`src/rtl/drum_seq_pkg.sv`:
```
`timescale 1ns/1ps
package drum_seq_pkg;

    typedef enum logic [1:0] {
        PH_CMD,
        PH_CORE,
        PH_DRUM,
        PH_XFER
    } phase_e;

    typedef enum logic [2:0] {
        ST_IDLE,
        ST_LAT,
        ST_RD_PC,
        ST_RD_WORD,
        ST_WR_PC,
        ST_TICK,
        ST_ACC1,
        ST_ACC2
    } step_e;

    localparam logic [2:0] OP_XFER   = 3'd0;
    localparam logic [2:0] OP_CXFER  = 3'd1;
    localparam logic [2:0] OP_BRANCH = 3'd2;
    localparam logic [2:0] OP_CLRERR = 3'd3;
    localparam logic [2:0] OP_END    = 3'd4;
    localparam logic [2:0] OP_END_IE = 3'd5;
    localparam logic [2:0] OP_END_IU = 3'd7;

endpackage

```
`src/rtl/drum_gap_timer.sv`:
```
`timescale 1ns/1ps
module drum_gap_timer #(
    parameter int CNT_W = 8
) (
    input  logic             clk,
    input  logic             rst_n,
    input  logic             kill,
    input  logic             load,
    input  logic [CNT_W-1:0] load_val,
    input  logic             tick,
    output logic             expire
);
    logic [CNT_W-1:0] cnt_d, cnt_q;

    always_comb begin
        cnt_d = cnt_q;
        if (kill)
            cnt_d = '0;
        else if (load)
            cnt_d = load_val;
        else if (tick && cnt_q != '0)
            cnt_d = cnt_q - 1'b1;
    end

    always_ff @(posedge clk or negedge rst_n) begin
        if (!rst_n) cnt_q <= '0;
        else        cnt_q <= cnt_d;
    end

    assign expire = tick && (cnt_q == CNT_W'(1)) && !load && !kill;
endmodule

```
`src/rtl/drum_addr_next.sv`:
```
`timescale 1ns/1ps
module drum_addr_next #(
    parameter int WORD_BITS  = 11,
    parameter int DA_W       = 21,
    parameter int DRUM_WORDS = 84 * 8 * 2048
) (
    input  logic [DA_W-1:0] da,
    output logic [DA_W-1:0] da_next,
    output logic            sect_start
);
    logic [DA_W:0] inc;

    assign inc        = {1'b0, da} + 1'b1;
    assign da_next    = (inc >= (DA_W+1)'(DRUM_WORDS)) ? '0 : inc[DA_W-1:0];
    assign sect_start = (da_next[WORD_BITS-1:0] == '0);
endmodule

```
`src/rtl/drum_parity_fold.sv`:
```
`timescale 1ns/1ps
module drum_parity_fold #(
    parameter int HALF = 12
) (
    input  logic [HALF-1:0]   par_in,
    input  logic [2*HALF-1:0] word,
    output logic [HALF-1:0]   par_out
);
    logic [HALF-1:0] mix;

    assign mix     = par_in ^ word[2*HALF-1:HALF];
    assign par_out = {mix[HALF-2:0], mix[HALF-1]} ^ word[HALF-1:0];
endmodule

```
`src/rtl/drum_cmd_seq.sv`:
```
`timescale 1ns/1ps
module drum_cmd_seq
    import drum_seq_pkg::*;
#(
    parameter int ADDR_W     = 14,
    parameter int DATA_W     = 24,
    parameter int WC_W       = 14,
    parameter int WORD_BITS  = 11,
    parameter int SECT_BITS  = 3,
    parameter int TRACK_BITS = 7,
    parameter int NUM_TRACKS = 84,
    parameter int GAP_WORDS  = 236,
    parameter int FETCH_LAT  = 3,
    parameter int PC_LOC     = 8
) (
    input  logic                                   clk,
    input  logic                                   rst_n,
    input  logic                                   start,
    input  logic                                   clr,
    input  logic                                   word_tick,
    output logic                                   busy,
    output logic                                   irq,
    output logic                                   err_flag,
    output logic [DATA_W/2-1:0]                    parity,
    output logic                                   mem_req,
    output logic                                   mem_we,
    output logic [ADDR_W-1:0]                      mem_addr,
    output logic [DATA_W-1:0]                      mem_wdata,
    input  logic                                   mem_ack,
    input  logic [DATA_W-1:0]                      mem_rdata,
    output logic                                   drm_req,
    output logic                                   drm_we,
    output logic [WORD_BITS+SECT_BITS+TRACK_BITS-1:0] drm_addr,
    output logic [DATA_W-1:0]                      drm_wdata,
    input  logic                                   drm_ack,
    input  logic [DATA_W-1:0]                      drm_rdata,
    input  logic                                   drm_fault
);
    localparam int DA_W       = WORD_BITS + SECT_BITS + TRACK_BITS;
    localparam int DRUM_WORDS = NUM_TRACKS * (1 << (WORD_BITS + SECT_BITS));
    localparam int HALF       = DATA_W / 2;
    localparam int GAP_W      = $clog2(GAP_WORDS + 1);
    localparam int LAT_W      = $clog2(FETCH_LAT + 1);

    typedef struct packed {
        phase_e            phase;
        step_e             step;
        logic [LAT_W-1:0]  lat;
        logic [ADDR_W-1:0] pc;
        logic [DATA_W-1:0] word;
        logic [DATA_W-1:0] data;
        logic [WC_W-1:0]   wc;
        logic [ADDR_W-1:0] ca;
        logic [DA_W-1:0]   da;
        logic              rw;
        logic              err;
        logic              irq;
        logic              busy;
        logic [HALF-1:0]   par;
    } regs_t;

    regs_t q, n;

    logic             tmr_load;
    logic [GAP_W-1:0] tmr_val;
    logic             tmr_expire;
    logic [DA_W-1:0]  da_nxt;
    logic             sect_start;
    logic [HALF-1:0]  par_nxt;
    logic [2:0]       op_q;
    logic [2:0]       op_rd;

    drum_gap_timer #(.CNT_W(GAP_W)) u_timer (
        .clk      (clk),
        .rst_n    (rst_n),
        .kill     (clr),
        .load     (tmr_load),
        .load_val (tmr_val),
        .tick     (word_tick),
        .expire   (tmr_expire)
    );

    drum_addr_next #(.WORD_BITS(WORD_BITS), .DA_W(DA_W), .DRUM_WORDS(DRUM_WORDS)) u_anext (
        .da         (q.da),
        .da_next    (da_nxt),
        .sect_start (sect_start)
    );

    drum_parity_fold #(.HALF(HALF)) u_par (
        .par_in  (q.par),
        .word    (q.data),
        .par_out (par_nxt)
    );

    assign op_q  = q.word[DATA_W-1 -: 3];
    assign op_rd = mem_rdata[DATA_W-1 -: 3];

    // Port drive from registered state only
    always_comb begin
        mem_req   = 1'b0;
        mem_we    = 1'b0;
        mem_addr  = q.ca;
        mem_wdata = q.data;
        drm_req   = 1'b0;
        drm_we    = 1'b0;
        drm_addr  = q.da;
        drm_wdata = q.data;
        unique case (q.step)
            ST_RD_PC: begin
                mem_req  = 1'b1;
                mem_addr = ADDR_W'(PC_LOC);
            end
            ST_RD_WORD: begin
                mem_req  = 1'b1;
                mem_addr = q.pc;
            end
            ST_WR_PC: begin
                mem_req   = 1'b1;
                mem_we    = 1'b1;
                mem_addr  = ADDR_W'(PC_LOC);
                mem_wdata = DATA_W'(q.pc);
            end
            ST_ACC1: begin
                if (q.rw) mem_req = 1'b1;
                else      drm_req = 1'b1;
            end
            ST_ACC2: begin
                if (q.rw) begin
                    drm_req = 1'b1;
                    drm_we  = 1'b1;
                end else begin
                    mem_req = 1'b1;
                    mem_we  = 1'b1;
                end
            end
            default: ;
        endcase
    end

    // Next-state computation
    always_comb begin
        n        = q;
        tmr_load = 1'b0;
        tmr_val  = GAP_W'(1);
        unique case (q.step)
            ST_IDLE: begin
                if (start) begin
                    n.busy  = 1'b1;
                    n.phase = PH_CMD;
                    n.step  = ST_LAT;
                    n.lat   = '0;
                end
            end
            ST_LAT: begin
                if (q.lat == LAT_W'(FETCH_LAT - 1)) begin
                    n.lat  = '0;
                    n.step = ST_RD_PC;
                end else begin
                    n.lat = q.lat + 1'b1;
                end
            end
            ST_RD_PC: begin
                if (mem_ack) begin
                    n.pc   = mem_rdata[ADDR_W-1:0];
                    n.step = ST_RD_WORD;
                end
            end
            ST_RD_WORD: begin
                if (mem_ack) begin
                    n.word = mem_rdata;
                    if (q.phase == PH_CMD && op_rd == OP_BRANCH)
                        n.pc = mem_rdata[ADDR_W-1:0];
                    else
                        n.pc = q.pc + 1'b1;
                    n.step = ST_WR_PC;
                end
            end
            ST_WR_PC: begin
                if (mem_ack) begin
                    n.step = ST_LAT;
                    unique case (q.phase)
                        PH_CMD: begin
                            unique case (op_q)
                                OP_XFER: begin
                                    n.wc    = q.word[WC_W-1:0];
                                    n.phase = PH_CORE;
                                end
                                OP_CXFER: begin
                                    if (q.err) begin
                                        n.irq  = 1'b1;
                                        n.busy = 1'b0;
                                        n.step = ST_IDLE;
                                    end else begin
                                        n.wc    = q.word[WC_W-1:0];
                                        n.phase = PH_CORE;
                                    end
                                end
                                OP_CLRERR: n.err = 1'b0;
                                OP_END: begin
                                    n.busy = 1'b0;
                                    n.step = ST_IDLE;
                                end
                                OP_END_IE: begin
                                    n.irq  = q.irq | q.err;
                                    n.busy = 1'b0;
                                    n.step = ST_IDLE;
                                end
                                OP_END_IU: begin
                                    n.irq  = 1'b1;
                                    n.busy = 1'b0;
                                    n.step = ST_IDLE;
                                end
                                default: ;
                            endcase
                        end
                        PH_CORE: begin
                            n.rw    = q.word[DATA_W-1];
                            n.ca    = q.word[ADDR_W-1:0];
                            n.phase = PH_DRUM;
                        end
                        PH_DRUM: begin
                            n.da     = q.word[DA_W-1:0];
                            n.par    = '0;
                            n.phase  = PH_XFER;
                            n.step   = ST_TICK;
                            tmr_load = 1'b1;
                            tmr_val  = GAP_W'(1);
                        end
                        default: ;
                    endcase
                end
            end
            ST_TICK: begin
                if (tmr_expire) n.step = ST_ACC1;
            end
            ST_ACC1: begin
                if (q.rw && mem_ack) begin
                    n.data = mem_rdata;
                    n.step = ST_ACC2;
                end else if (!q.rw && drm_ack) begin
                    n.data = drm_rdata;
                    if (drm_fault) n.err = 1'b1;
                    n.step = ST_ACC2;
                end
            end
            ST_ACC2: begin
                if ((q.rw && drm_ack) || (!q.rw && mem_ack)) begin
                    if (q.rw && drm_fault) n.err = 1'b1;
                    n.par = par_nxt;
                    n.da  = da_nxt;
                    n.ca  = q.ca + 1'b1;
                    n.wc  = q.wc - 1'b1;
                    if (q.wc == WC_W'(1)) begin
                        n.phase = PH_CMD;
                        n.step  = ST_LAT;
                        n.lat   = '0;
                    end else begin
                        n.step   = ST_TICK;
                        tmr_load = 1'b1;
                        tmr_val  = sect_start ? GAP_W'(GAP_WORDS) : GAP_W'(1);
                    end
                end
            end
            default: ;
        endcase

        if (clr) begin
            n       = '0;
            n.phase = PH_CMD;
            n.step  = ST_IDLE;
        end
    end

    always_ff @(posedge clk or negedge rst_n) begin
        if (!rst_n) begin
            q       <= '0;
            q.phase <= PH_CMD;
            q.step  <= ST_IDLE;
        end else begin
            q <= n;
        end
    end

    assign busy     = q.busy;
    assign irq      = q.irq;
    assign err_flag = q.err;
    assign parity   = q.par;
endmodule

```
`config.mk`:
```
export PLATFORM = sky130hd
export DESIGN_NAME = drum_cmd_seq
export DESIGN_NICKNAME = d
export VERILOG_FILES = /design/src/rtl/drum_seq_pkg.sv /design/src/rtl/drum_gap_timer.sv /design/src/rtl/drum_addr_next.sv /design/src/rtl/drum_parity_fold.sv /design/src/rtl/drum_cmd_seq.sv
export SDC_FILE = /design/constraint.sdc
export NUM_CORES = 1
export LEC_CHECK = 0
export ABC_AREA = 1
export CAP_MARGIN = 20
export CORE_AREA = 2 2 139 141
export CTS_CLUSTER_DIAMETER = 40
export CTS_CLUSTER_SIZE = 14
export DETAILED_ROUTE_END_ITERATION = 8
export DIE_AREA = 0 0 141 143
export DONT_BUFFER_PORTS = 1
export PLACE_DENSITY = 0.66
export SYNTH_ARGS = -nofsm -noshare
export SYNTH_HDL_FRONTEND = slang
export SYNTH_SLANG_ARGS = --single-unit
```
`constraint.sdc`:
```
create_clock -name clk -period 2.54 [get_ports clk]
set_clock_uncertainty 0.15 [all_clocks]
set_input_delay 0.381 -clock clk [delete_from_list [all_inputs] [get_ports clk]]
set_output_delay 0.381 -clock clk [all_outputs]
set_load 0.01 [all_outputs]
```
* Word-level counts from Yosys, hierarchy flattened
Cells that the tools add are included.
** Word-level totals
- Word-level logic and storage cells :: 196
- Bits of input ports :: 56
- Register bits :: 142
- Output and inout bits :: 102
** Operators by class
- Equal/unequal tests :: 43
- Reductions and logical operators :: 50
- Mux-type cells :: 78
- Magnitude comparators :: 1
- $add $sub $neg :: 6
- Bitwise logic cells :: 3
** Operators with widths (count)
- 134-bit 2-to-1 mux :: 1
- 24-bit 2-to-1 mux :: 5
- 49-bit case mux with 2 select lines :: 1
- 14-bit case mux with 2 select lines :: 3
- 14-bit 2-to-1 mux :: 5
- 65-bit 2-to-1 mux :: 1
- 8-bit 2-to-1 mux :: 7
- 49-bit 2-to-1 mux :: 1
- 21-bit 2-to-1 mux :: 2
- 3-bit != test, second input constant :: 14
- 38-bit 2-to-1 mux :: 1
- 14-bit by 1-bit adder with 14-bit output, second input constant :: 2
- 12-bit 2-to-1 mux :: 2
- 3-bit 2-to-1 mux :: 8
- 12-bit case mux with 2 select lines :: 1
- 3-bit case mux with 8 select lines :: 1
- 12-bit bitwise XOR :: 2
- 21-bit by 1-bit adder with 22-bit output, second input constant :: 1
- 22-bit by 21-bit >= comparator with 1-bit output, second input constant :: 1
- 3-bit == test, second input constant :: 7
- 1-bit 2-to-1 mux :: 18
- 2-bit case mux with 3 select lines :: 3
- 8-bit AND reduction :: 2
- 4-bit nonzero test :: 4
- 40 further kinds :: 88

* Longest topological paths before layout
Gate-level depths: netlist of the first run.
- Word-level depth :: 11
- Mapped depth :: 18
- Depth with buffers taken out :: 18

* Modules after synthesis
Synthesis of the first run repeated with hierarchy kept, for this count alone.
** Second synthesis, totals
- Cells, all modules :: 1544
- Area total of the unflattened synthesis :: 10418.7 µm²
** By module, submodules not included
- drum_cmd_seq :: instances 1, cells each 1204, area each 8513.2 µm², seq. area each 3353.2 µm²
- drum_addr_next :: instances 1, cells each 146, area each 849.6 µm², seq. area each 0.0 µm²
- drum_gap_timer :: instances 1, cells each 86, area each 635.6 µm², seq. area each 200.2 µm²
- drum_parity_fold :: instances 1, cells each 108, area each 420.4 µm², seq. area each 0.0 µm²

* Worst setup path before layout of the first run
OpenSTA, ideal clock, no wires.
- Path type :: register to register
- Start point :: register q, in the netlist drm_addr[0]
- End point :: register u_timer.cnt_q[6]
- Slack :: 239 ps
- Arrival :: 2034 ps
- Data required time :: 2272 ps
- Period minus slack after synthesis :: 2301 ps
- Stages on the path, launching flop included :: 15
- Buffers on the path :: 0
- Setup time :: 118 ps
- Cells stage by stage :: dfrtp_1 -> ha_1 -> nand2_2 -> nor2_8 -> nand2_2 -> nor2_2 -> nand2_1 -> xor2_1 -> nand2_1 -> a21oi_2 -> o41ai_1 -> nand3_2 -> nand2_4 -> nand3_1 -> nand2_1
** On the way
- Cells in the longest elaborated chain, start to end :: 10
** RTL lines
- start, declared :: RTL line drum_cmd_seq.sv:62 : regs_t q, n;
- start signal, assigned :: RTL line drum_cmd_seq.sv:280 : q <= n;
- 21-bit by 1-bit adder with 22-bit output * :: RTL line drum_addr_next.sv:13 : assign inc = {1'b0, da} + 1'b1;
- 22-bit by 21-bit >= comparator with 1-bit output :: RTL line drum_addr_next.sv:14 : assign da_next = (inc >= (DA_W+1)'(DRUM_WORDS)) ? '0 : inc[DA_W-1:0];
- 21-bit 2-to-1 mux * :: RTL line drum_addr_next.sv:14
- 11-bit zero test * :: RTL line drum_addr_next.sv:15 : assign sect_start = (da_next[WORD_BITS-1:0] == '0);
- 8-bit 2-to-1 mux * :: RTL line drum_cmd_seq.sv:260 : tmr_val = sect_start ? GAP_W'(GAP_WORDS) : GAP_W'(1);
- 8-bit 2-to-1 mux * :: RTL line drum_cmd_seq.sv:253 : if (q.wc == WC_W'(1)) begin
- 8-bit 2-to-1 mux * :: RTL line drum_cmd_seq.sv:247 : if ((q.rw && drm_ack) || (!q.rw && mem_ack)) begin
- 8-bit 2-to-1 mux *
- 8-bit 2-to-1 mux * :: RTL line drum_gap_timer.sv:19 : else if (load)
- 8-bit 2-to-1 mux * :: RTL line drum_gap_timer.sv:17 : if (kill)
- end signal, assigned :: RTL line drum_gap_timer.sv:27 : else cnt_q <= cnt_d;
- end, declared :: RTL line drum_gap_timer.sv:13 : logic [CNT_W-1:0] cnt_d, cnt_q;
Mark *: on every way between the ends. The rest lies on a longest branch, timed or not.
A chain may end at the register's enable or synchronous reset.

* Worst setup path in the final report of the first run
- Start point :: register q[129] (netlist name)
- End point :: register q, in the netlist drm_wdata[1]
** On the way
- Cells in the longest elaborated chain, start to end :: 3
** RTL lines
- 3-bit == test :: RTL line drum_cmd_seq.sv:145 : unique case (q.step)
- 2-bit nonzero test (no source line)
- 2-bit AND reduction (no source line)
Every way passes these cells.

==> summary.md, run 1 <==
| Metric | Value |
|---|---|
| Post-synthesis compound-gate area fraction | 18.0% |
| Slowest-stage cell, CP | dlygate4sd3_1 |
| Initial antenna violation count | 1 |
| Die W | 141 um |
| CTS tree | done |
| Hold buffers post-CTS | 52 |
| Antenna-violating nets left | 0 |
| GRT Total Usage | a little under 30% |
| Post-synth EDFFs | 0 |
| Mapped Area | about 9200 um^2 |
| Non-filler cells in the finished layout | between 1.5k and 2k |
| Post-synthesis mux area share | 0.610% |
| Synthesized area per cell | 7.37 um^2 |
| RSZ-0062 raised after global routing | true |
| Setup ws final | 47.8 ps |
| Startpoint Class | register |
| Largest family of logic cells by synthesized area | simple AND/OR/NAND/NOR gates |
| Vias per cell | between 5 and 6 |
| Final Hold Viols | 142 |
| HPWL Detailed | 20,400 um |
| Port bufs | 0 |
| Share of the synthesized area in the top cell type | around 38% |
| CP endpoint kind | register |
| Worst slack at placement | -13.4 ps |
| Final min period | 2490 ps |
| Setup CP Type | register to register |
| Max Slew Vio Count | 0 |
| Total Power | around 10 mW |
| Status | finished with violations |
| Fin Setup TNS | 0 ps |
| Lkg Pwr | 5.07 nW |
| CTS root buf | clkbuf_16 |
| Warnings, synthesis | 0 |
| CTS Sinks | 142 |
| Worst skew pair latency | 450 ps |
| CP peak stage delay | 630 ps |
| Hold/Removal Path Class | input port to asynchronous set/reset pin |
| Fraction of registers with async set/reset | 100% |
| Sequential area share after synthesis | 38.5% |
| Buffers plus inverters on the worst setup path | 5 |
| Area contributors post-synth | dfrtp_1 38%, o21ai_0 8.6%, nand2_1 8.5% |
| Post-synthesis adder-cell area fraction | 2.17% |
| Top Ports | 158 |
| Clk buf depth | 2 |
| First-pass GRT wire length | 47,100 um |
| Grt total ovfl | 0 |
| Worst slew pin tran | 694 ps |
| Post-synthesis simple-gate area fraction | 23.2% |
| Initial DRC Count | ~900 |
| Layout Area Growth over Synthesis | 23.9% |
| DRC | 0 |
| Xor/xnor cell area share of the yosys netlist | ~4.5% |
| Required @ worst endpoint | between 2000 and 3000 ps |
| DR WL/cell | 19.4 um |
| Max-Cap Viols | 0 |
| CP max FO | 24 |
| Cell taking the most area after synthesis | dfrtp_1 |
| Routed WL | 30,500 um |
| Vias | ~9.3k |
| CTS buffer count | 17 |
| Crit-path leading delay family | buffers and inverters |
| Vias in the first global route | between 8k and 9k |
| Cell variety after synth | 48 |
| Fillers | 1,609 |
| Maximum VDD drop | 831 uV |
| Core ar. | ~19,000 um^2 |
| Row Count | 50 |
| Fin crit share | a little over nine tenths |
| Critical path arrival | around 2700 ps |
| H-tree Lvls | 4 |
| DR pass1 iterations | 7 |
| Initial Util | around 50% |
| Failing checks | negative hold slack |
| Synthesis-stage register bit count | 142 |
| Synth Flop Type | dfrtp_1 |
| Nets@finish | 1,396 |
| Clk pin slew, worst setup/hold paths | 70 ps |
| Max-slew headroom | 53.7% |
| Power density over the cells | between 900 and 1000 nW/um^2 |
| Largest net degree at the start of global routing | 143 |
| Gate Count Post-Synth | 1,253 |
| Hold Worst Slack | -518 ps |
| Final GP Congestion | 0.996 |
| Mapped Nets | 1,325 |
| Dpl cells | 1,469 |
| Die Y | 143 um |
| FMAX | roughly 400 MHz |
| Die ar. | about 20,000 um^2 |
| Fraction of layout cells with a size suffix above 1 | approximately 17% |
| Worst path cell trace | inv_2 > buf_6 > ha_4 > nand2_1 > buf_4 > a21oi_4 > buf_12 > nor2_1 > a31oi_1 > dlygate4sd3_1 |
| Final setup fails | 0 |
[kinds of logic (layout without fill, tap and decap cells)]
group,count (synthesis),after routing
AO/OA/AOI/OAI,296,296
XOR/XNOR,47,47
adder cells (fa/ha/maj),16,16
buffers and inverters,262,346
flip-flops,142,142
multiplexers,5,5
other,0,1
AND/OR/NAND/NOR,485,485
[state kept, by name, summed over array words and instances (netlist names)]
signal         flops
err_flag           1
drm_addr          21
drm_wdata         24
busy               1
irq                1
u_timer.cnt_q      8
q                 71
op_q               3
parity            12
[Yosys cell counts, types with 9 or more instances]
| library cell | number |
|---|---|
| nand2_1 | 210 |
| o21ai_0 | 159 |
| inv_1 | 148 |
| dfrtp_1 | 142 |
| nand3_1 | 113 |
| nor2_1 | 104 |
| buf_4 | 58 |
| a21oi_1 | 53 |
| clkbuf_1 | 43 |
| xor2_1 | 37 |
| o22ai_1 | 26 |
| a31oi_1 | 17 |
| ha_1 | 16 |
| nor3_1 | 15 |
| o211ai_1 | 11 |
| xnor2_1 | 10 |
| nand4_1 | 9 |
[metrics by stage]
| step | utilization (%) | instance area (um^2) |
|---|---|---|
| floorplan | - | 9240 |
| global placement | 51.9 | 9650 |
| detailed placement | 51.9 | 9650 |
| CTS | 59.5 | 11100 |
| global route | 61.6 | 11400 |
| finish | 61.6 | 11400 |
[cells in the final DEF (no fill, tap or decap), types with 9 or more instances in the layout]
master	count
nand2_2	10
dfrtp_1	137
nor2_2	9
o22ai_1	13
nor3_1	12
nand4_1	9
a31oi_1	17
dlygate4sd3_1	52
o211ai_1	11
inv_8	9
o22ai_4	13
a21oi_1	52
o21ai_0	159
xor2_1	37
clkbuf_16	19
buf_6	16
nand3_1	109
inv_1	142
xnor2_1	10
inv_2	9
nand2_1	200
ha_1	13
nor2_1	99
buf_4	83
[report_power, final]
group	switching, mW	total [mW]	internal (mW)	leakage, nW
registers	0.535	3.22	2.68	1.89
logic	2.57	4.32	1.75	2.86
clock network	1.17	2.77	1.61	0.318
[final cells by class]
cell class	instances	area (um^2)	area share (%)
Timing Repair inverter	1	11.3	0.0984
Antenna cell	1	2.50	0.0219
Timing Repair Buffer	160	1500	13.1
Multi-Input combinational cell	849	4850	42.4
Inverter	153	582	5.08
Tap cell	234	293	2.56
Sequential cell	142	3560	31.1
Clock inverter	15	220	1.92
Clock buffer	17	425	3.72
[layer usage]
metal	global-route usage, %	share of wire [%]	wire, um	up-vias
li1	-	-	-	4262
met4	12.5	4.2	1290	0
met3	7.21	9.1	2770	96
met5	0	0	0	-
met2	47.9	47	14200	482
met1	38.9	40	12200	4436
[final timing paths]
check / to / cells past startpoint / start / slack, ps
worst max-delay path: drm_wdata[1]$_DFFE_PN0P_ / 10 / q[129]$_DFFE_PN0P_ / 50
worst min-delay path: q[116]$_DFFE_PN0P_ / 0 / rst_n / -520
worst max register to register: drm_wdata[1]$_DFFE_PN0P_ / 10 / q[129]$_DFFE_PN0P_ / 50
worst min register to register: q[133]$_DFFE_PN0P_ / 2 / q[133]$_DFFE_PN0P_ / 370
max in group asynchronous: drm_addr[12]$_DFFE_PN0P_ / 0 / rst_n / 2510
min in group clk: drm_wdata[15]$_DFFE_PN0P_ / 4 / drm_rdata[15] / 30
[what timing repair did]
action	CTS	global route
pin swaps	2	18
buffers inserted	5	9
gates resized for setup	40	66
endpoints found under the hold margin	196	142
cloned	1	3
endpoints found under the setup margin	30	67
[worst reg2reg max path, delay by kind of cell (launching register included)]
kind	cells	cell delay, ps
AO/OA/AOI/OAI	2	350
buffers and inverters	5	1230
adder cells (fa/ha/maj)	1	150
AND/OR/NAND/NOR	2	150
flip-flops	1	400
Note: power is estimated with default switching activity, not from simulation.
==> inputs of run 2 (changes only) <==
--- a/config.mk
+++ b/config.mk
@@ -14,6 +14,7 @@
 export DIE_AREA = 0 0 141 143
 export DONT_BUFFER_PORTS = 1
 export PLACE_DENSITY = 0.66
+export REMOVE_ABC_BUFFERS = 1
 export SYNTH_ARGS = -nofsm -noshare
 export SYNTH_HDL_FRONTEND = slang
 export SYNTH_SLANG_ARGS = --single-unit
==> summary.md, run 2 (same netlist as run 1, synthesis figures left out) <==
| Metric | Value |
|---|---|
| CP endpoint kind | output pin (was register) |
| DRC | 0 (unchanged) |
| Routed WL | 28,100 um (was 30,500 um) |
| HPWL Detailed | 18,700 um (was 20,400 um) |
| CTS Sinks | 142 (unchanged) |
| Setup ws final | -42.5 ps (was 47.8 ps) |
| FMAX | 387 MHz (was 401 MHz) |
| Critical path arrival | 2050 ps (was 2710 ps) |
| Top Ports | 158 (unchanged) |
| Reg2reg start | q[15]$_DFFE_PN0P_ (was q[129]$_DFFE_PN0P_) |
| Maximum VDD drop | 609 uV (was 831 uV) |
| Clk buf depth | 2 (unchanged) |
| H-tree Lvls | 4 (unchanged) |
| Vias per cell | 5.64 (was 5.90) |
| Reg2Reg Depth | 10 (unchanged) |
| Initial DRC Count | 713 (was 902) |
| Most frequent cells in the layout | 202 x nand2_1, 157 x o21ai_0, 141 x inv_1 (was 200 x nand2_1, 159 x o21ai_0, 142 x inv_1) |
| Core ar. | 18,600 um^2 (unchanged) |
| Die W | 141 um (unchanged) |
| Grt total ovfl | 0 (unchanged) |
| RSZ-0062 raised after global routing | true (unchanged) |
| Initial Util | 49.7% (unchanged) |
| Final GP Congestion | 0.923 (was 0.996) |
| Worst slack at placement | 93.3 ps (was -13.4 ps) |
| Total Power | 9.66 mW (was 10.3 mW) |
| Hold Worst Slack | -502 ps (was -518 ps) |
| CTS root buf | clkbuf_16 (unchanged) |
| Reg2reg setup slack | 90 ps (was 50 ps) |
| Fin crit share | 102% (was 98.1%) |
| Max-Cap Viols | 0 (unchanged) |
| Die Y | 143 um (unchanged) |
| Final min period | 2580 ps (was 2490 ps) |
| Failing checks | negative hold slack, negative setup slack (was negative hold slack) |
| Placed inst area | 9650 um^2 (about the same) |
| Worst slew pin tran | 745 ps (was 694 ps) |
| Setup CP Type | register to output pin (was register to register) |
| CTS buffer count | 17 (unchanged) |
| Vias in the first global route | 8,444 (was 8,799) |
| Row Count | 50 (unchanged) |
| Antenna-violating nets left | 0 (unchanged) |
| Reg with most FFs | q (unchanged) |
| Fin Setup TNS | -42.6 ps (was 0 ps) |
| Vias | 8,859 (was 9,276) |
| Commonest non-fill, non-tap cell in the layout | nand2_1 (unchanged) |
| DR pass1 iterations | 7 (unchanged) |
| Largest net degree at the start of global routing | 143 (unchanged) |
| Die ar. | 20,200 um^2 (unchanged) |
| First-pass GRT wire length | 43,900 um (was 47,100 um) |
| Layout Area Growth over Synthesis | 21.7% (was 23.9%) |
| Fraction of layout cells with a size suffix above 1 | 17.7% (was 17.2%) |
| Lkg Pwr | 5.02 nW (was 5.07 nW) |
| GRT Total Usage | 27.5% (was 29.8%) |
| Max reg flops | 71 (unchanged) |
| Clk pin slew, worst setup/hold paths | 70 ps (about the same) |
| Worst skew pair latency | 430 ps (was 450 ps) |
| Final setup fails | 2 (was 0) |
| CP max FO | 6 (was 24) |
| Status | finished with violations (unchanged) |
| Fillers | 1,653 (was 1,609) |
| CTS tree | done (unchanged) |
| ANT cells | 0 (was 1) |
| Startpoint Class | register (unchanged) |
| Design Area, Final | 11,200 um^2 (was 11,400 um^2) |
| Hold/Removal Path Class | input port to asynchronous set/reset pin (unchanged) |
| Final Hold Viols | 142 (unchanged) |
| Reg-to-Reg End | drm_wdata[13]$_DFFE_PN0P_ (was drm_wdata[1]$_DFFE_PN0P_) |
| Hold buffers post-CTS | 51 (was 52) |
| Required @ worst endpoint | 2010 ps (was 2760 ps) |
| Nets@finish | 1,395 (was 1,396) |
| Power density over the cells | 859 nW/um^2 (was 900 nW/um^2) |
| Initial antenna violation count | 0 (was 1) |
| Max-slew headroom | 49.8% (was 53.7%) |
| DR WL/cell | 17.9 um (was 19.4 um) |
| Max Slew Vio Count | 0 (unchanged) |
| Port bufs | 0 (unchanged) |
[run 2: cell types whose count changed in the layout (fill, tap and decap cells not counted), sizes merged]
| cell | change |
|---|---|
| clkinv | -1 |
| clkbuf | +1 |
| clkinvlp | +4 |
| inv | -4 |
| bufinv | -1 |
| buf | +1 |
| dlygate4sd3 | -1 |
| diode | -1 |
[run 2: where the power goes]
group | internal, mW | switching [mW] | leakage [nW]
sequential | 2.69 | 0.507 | 1.88
combinational | 1.56 | 2.33 | 2.85
clock | 1.50 | 1.07 | 0.283
[run 2: area by class of cell]
type / instances / area, um^2 / share of cell area, %
clock buffer: 19 / 443 / 3.94
clock inverter: 13 / 155 / 1.38
inverter: 153 / 577 / 5.13
multi-input combinational: 849 / 4780 / 42.5
sequential: 142 / 3570 / 31.7
tap: 234 / 293 / 2.60
timing repair buffer: 159 / 1420 / 12.7
timing repair inverter: 1 / 7.51 / 0.0668
[run 2: routing by layer]
layer | wire (um) | global-route usage, % | up-vias | part of all wire, %
met5 | 0 | 0 | - | 0
met4 | 495 | 7.21 | 0 | 1.8
met3 | 2020 | 5.90 | 42 | 7.2
met2 | 13400 | 45.2 | 319 | 48
met1 | 12200 | 37.2 | 4239 | 43
li1 | - | - | 4259 | -
[run 2: critical path, cell delays in order (launching register included)]
cell	delay, ps
dfrtp_2	460
ha_4	190
nand2_4	120
inv_4	50
nor2_4	200
clkinvlp_4	260
o22ai_2	190
buf_4	160
[run 2: worst max-delay path by stage]
stage	from	end	slack, ps	depth (start not counted)
3_3_place_gp	q[130]$_DFFE_PN0P_	q[129]$_DFFE_PN0P_	110	10
6_report	q[130]$_DFFE_PN0P_	mem_addr[0]	-40	7
4_1_cts	q[130]$_DFFE_PN0P_	mem_addr[0]	0.1	7
3_5_place_dp	q[129]$_DFFE_PN0P_	q[126]$_DFFE_PN0P_	90	8
2_1_floorplan	q[129]$_DFFE_PN0P_	parity[10]$_DFFE_PN0P_	-1430	9
5_1_grt	q[130]$_DFFE_PN0P_	mem_addr[0]	-80	7
[run 2: what timing repair did]
item | CTS | global route
endpoints found under the hold margin | 194 | 142
gates resized for setup | 21 | 67
setup buffers | 4 | 13
pin swaps | 3 | 16
endpoints found under the setup margin | 28 | 85
gates cloned | 1 | 1
[run 2: stage by stage]
| step | instances | utilization (%) |
|---|---|---|
| after floorplan | 1144 | - |
| after global placement | 1469 | 51.9 |
| after detailed placement | 1469 | 51.9 |
| after CTS | 1556 | 58.5 |
| after global routing | 1570 | 60.5 |
| final | 1570 | 60.5 |
==> inputs of run 3 (changes only) <==
--- a/config.mk
+++ b/config.mk
@@ -7,13 +7,15 @@
 export LEC_CHECK = 0
 export ABC_AREA = 1
 export CAP_MARGIN = 20
-export CORE_AREA = 2 2 139 141
+export CELL_PAD_IN_SITES_DETAIL_PLACEMENT = 0
+export CELL_PAD_IN_SITES_GLOBAL_PLACEMENT = 1
+export CORE_AREA = 2 2 144 146
 export CTS_CLUSTER_DIAMETER = 40
 export CTS_CLUSTER_SIZE = 14
 export DETAILED_ROUTE_END_ITERATION = 8
-export DIE_AREA = 0 0 141 143
+export DIE_AREA = 0 0 146 148
 export DONT_BUFFER_PORTS = 1
-export PLACE_DENSITY = 0.66
+export PLACE_DENSITY = 0.81
 export REMOVE_ABC_BUFFERS = 1
 export SYNTH_ARGS = -nofsm -noshare
 export SYNTH_HDL_FRONTEND = slang
==> constraint.sdc (replaced) <==
create_clock -name clk -period 2.54 [get_ports clk]
set_clock_uncertainty 0.15 [all_clocks]
set_input_delay 0.508 -clock clk [delete_from_list [all_inputs] [get_ports clk]]
set_output_delay 0.508 -clock clk [all_outputs]
set_load 0.01 [all_outputs]
==> summary.md, run 3 (same netlist as run 1, synthesis figures left out) <==
| Metric | Value |
|---|---|
| Maximum VDD drop | 446 uV (was 609 uV) |
| Die W | 146 um (was 141 um) |
| ANT cells | 0 (unchanged) |
| Final Hold Viols | 142 (unchanged) |
| Die ar. | 21,600 um^2 (was 20,200 um^2) |
| Failing checks | negative hold slack, negative setup slack (unchanged) |
| Core ar. | 20,000 um^2 (was 18,600 um^2) |
| Routed WL | 27,300 um (was 28,100 um) |
| CTS tree | done (unchanged) |
| Initial Util | 46.1% (was 49.7%) |
| Final setup fails | 7 (was 2) |
| CTS Sinks | 142 (unchanged) |
| Status | finished with violations (unchanged) |
| Grt total ovfl | 0 (unchanged) |
| Hold/Removal Path Class | input port to asynchronous set/reset pin (unchanged) |
| Nets@finish | 1,349 (was 1,395) |
| CP peak stage delay | 440 ps (was 460 ps) |
| Slowest-stage cell, CP | dfrtp_2 (unchanged) |
| DRC | 0 (unchanged) |
| Setup ws final | -13.7 ps (was -42.5 ps) |
| Hold buffers post-CTS | 1 (was 51) |
| Commonest non-fill, non-tap cell in the layout | nand2_1 (unchanged) |
| Max-Cap Viols | 0 (unchanged) |
| Max-slew headroom | 55.0% (was 49.8%) |
| CTS buffer count | 17 (unchanged) |
| First-pass GRT wire length | 43,400 um (was 43,900 um) |
| H-tree Lvls | 4 (unchanged) |
| Layout Area Growth over Synthesis | 16.9% (was 21.7%) |
| DR WL/cell | 17.5 um (was 17.9 um) |
| Vias per cell | 5.47 (was 5.64) |
| RSZ-0062 raised after global routing | true (unchanged) |
| Fraction of layout cells with a size suffix above 1 | 17.8% (was 17.7%) |
| Crit-path leading delay family | buffers and inverters (unchanged) |
| HPWL Detailed | 19,200 um (was 18,700 um) |
| Reg2reg start | q[130]$_DFFE_PN0P_ (was q[15]$_DFFE_PN0P_) |
| Initial DRC Count | 673 (was 713) |
| Most frequent cells in the layout | 200 x nand2_1, 147 x o21ai_0, 143 x inv_1 (was 202 x nand2_1, 157 x o21ai_0, 141 x inv_1) |
| Vias in the first global route | 8,084 (was 8,444) |
| Final GP Congestion | 0.868 (was 0.923) |
| Clk pin slew, worst setup/hold paths | 60 ps (was 70 ps) |
| Buffers plus inverters on the worst setup path | 4 (was 3) |
| Hold Worst Slack | -376 ps (was -502 ps) |
| Final core occ | 53.9% (was 60.5%) |
| Top Ports | 158 (unchanged) |
| Die Y | 148 um (was 143 um) |
| Most frequent CP cell | nand2_4 |
| Row Count | 52 (was 50) |
| Antenna-violating nets left | 0 (unchanged) |
| Design Area, Final | 10,800 um^2 (was 11,200 um^2) |
| Max Slew Vio Count | 0 (unchanged) |
| CP max FO | 8 (was 6) |
| DR pass1 iterations | 4 (was 7) |
| Worst slew pin tran | 675 ps (was 745 ps) |
| GRT Total Usage | 25.3% (was 27.5%) |
| Fin crit share | 101% (was 102%) |
| Final min period | 2550 ps (was 2580 ps) |
| Critical path arrival | 1900 ps (was 2050 ps) |
| Max reg flops | 71 (unchanged) |
| Fin Setup TNS | -52.8 ps (was -42.6 ps) |
| Clk buf depth | 2 (unchanged) |
| Required @ worst endpoint | 1880 ps (was 2010 ps) |
| Setup CP Type | register to output pin (unchanged) |
| Power density over the cells | 902 nW/um^2 (was 859 nW/um^2) |
| Lkg Pwr | 4.82 nW (was 5.02 nW) |
| Worst skew pair latency | 430 ps (about the same) |
| Placed inst area | 9710 um^2 (was 9650 um^2) |
| Port bufs | 0 (unchanged) |
| Initial antenna violation count | 0 (unchanged) |
| Largest net degree at the start of global routing | 143 (unchanged) |
| FMAX | 392 MHz (was 387 MHz) |
| CP Launch Point | q[130]$_DFFE_PN0P_ (unchanged) |
| Vias | 8,524 (was 8,859) |
| Startpoint Class | register (unchanged) |
| CTS root buf | clkbuf_16 (unchanged) |
| CP endpoint kind | output pin (unchanged) |
| Worst path cell trace | inv_2 > ha_4 > nand2_4 > nand2_4 > nor2_4 > clkinv_4 > buf_8 > o22ai_2 > buf_4 (was ha_4 > nand2_4 > inv_4 > nor2_4 > clkinvlp_4 > o22ai_2 > buf_4) |
| Reg with most FFs | q (unchanged) |
==> run 3: cell count changes in the layout (fill, tap and decap cells not counted), moves of 4 or more <==
cell	change
o21ai_1	+10
dlygate4sd3_1	-50
nor3_2	-5
buf_4	+4
nor3_1	+4
o21ai_0	-10
==> run 3: worst register-to-register path: stages (launching register included) <==
cell	delay [ps]
dfrtp_2	460
ha_4	200
nand2_1	150
nor2_1	90
inv_1	100
nor2_2	60
nor2_1	120
buf_4	130
nand2_1	100
a21oi_4	150
buf_12	140
buf_12	130
mux2_2	330
==> run 3: through the flow <==
stage | setup WS [ps] | cells | power, mW
floorplan | -1430 | 1144 | 5.26
detailed placement | 60.6 | 1509 | 6.62
global route | -82.2 | 1559 | 10.3
global placement | 109 | 1509 | 6.59
CTS | 4.75 | 1544 | 9.39
finish | -13.7 | 1559 | 9.74
==> run 3: where the power goes <==
part / switching [mW] / internal, mW
registers: 0.505 / 2.69
logic: 2.30 / 1.65
clock network: 1.02 / 1.58
total: 3.83 / 5.92
==> run 3: final timing paths <==
kind / endpoint / cells after the start / slack (ps)
min in group clk: u_timer.cnt_q[1]$_DFFE_PN0P_ / 1 / 20
min: drm_wdata[18]$_DFFE_PN0P_ / 0 / -380
max reg2reg: parity[3]$_DFFE_PN0P_ / 12 / 90
max in group asynchronous: drm_addr[11]$_DFFE_PN0P_ / 0 / 2380
min reg2reg: u_timer.cnt_q[1]$_DFFE_PN0P_ / 2 / 360
max: mem_addr[8] / 9 / -10
==> run 3: final cells by class <==
| type | count | area, um^2 |
|---|---|---|
| Sequential cell | 142 | 3570 |
| Timing Repair Buffer | 114 | 986 |
| Tap cell | 270 | 338 |
| Inverter | 153 | 582 |
| Clock inverter | 11 | 159 |
| Fill cell | 1949 | 9240 |
| Multi-Input combinational cell | 849 | 4720 |
| Clock buffer | 20 | 447 |
==> run 3: layer usage <==
metal,wire length (um),global-route usage (%),vias to the layer above
li1,-,-,4158
met4,429,8.11,0
met2,12900,41.7,249
met5,0,0,-
met3,1540,5.40,28
met1,12500,33.6,4089
==> run 3: repair_timing <==
action,CTS,global route
gates resized for setup,32,63
setup endpoints to repair,37,79
setup buffers,3,14
endpoints found under the hold margin,143,142
gates cloned,0,1
pin swaps,1,11
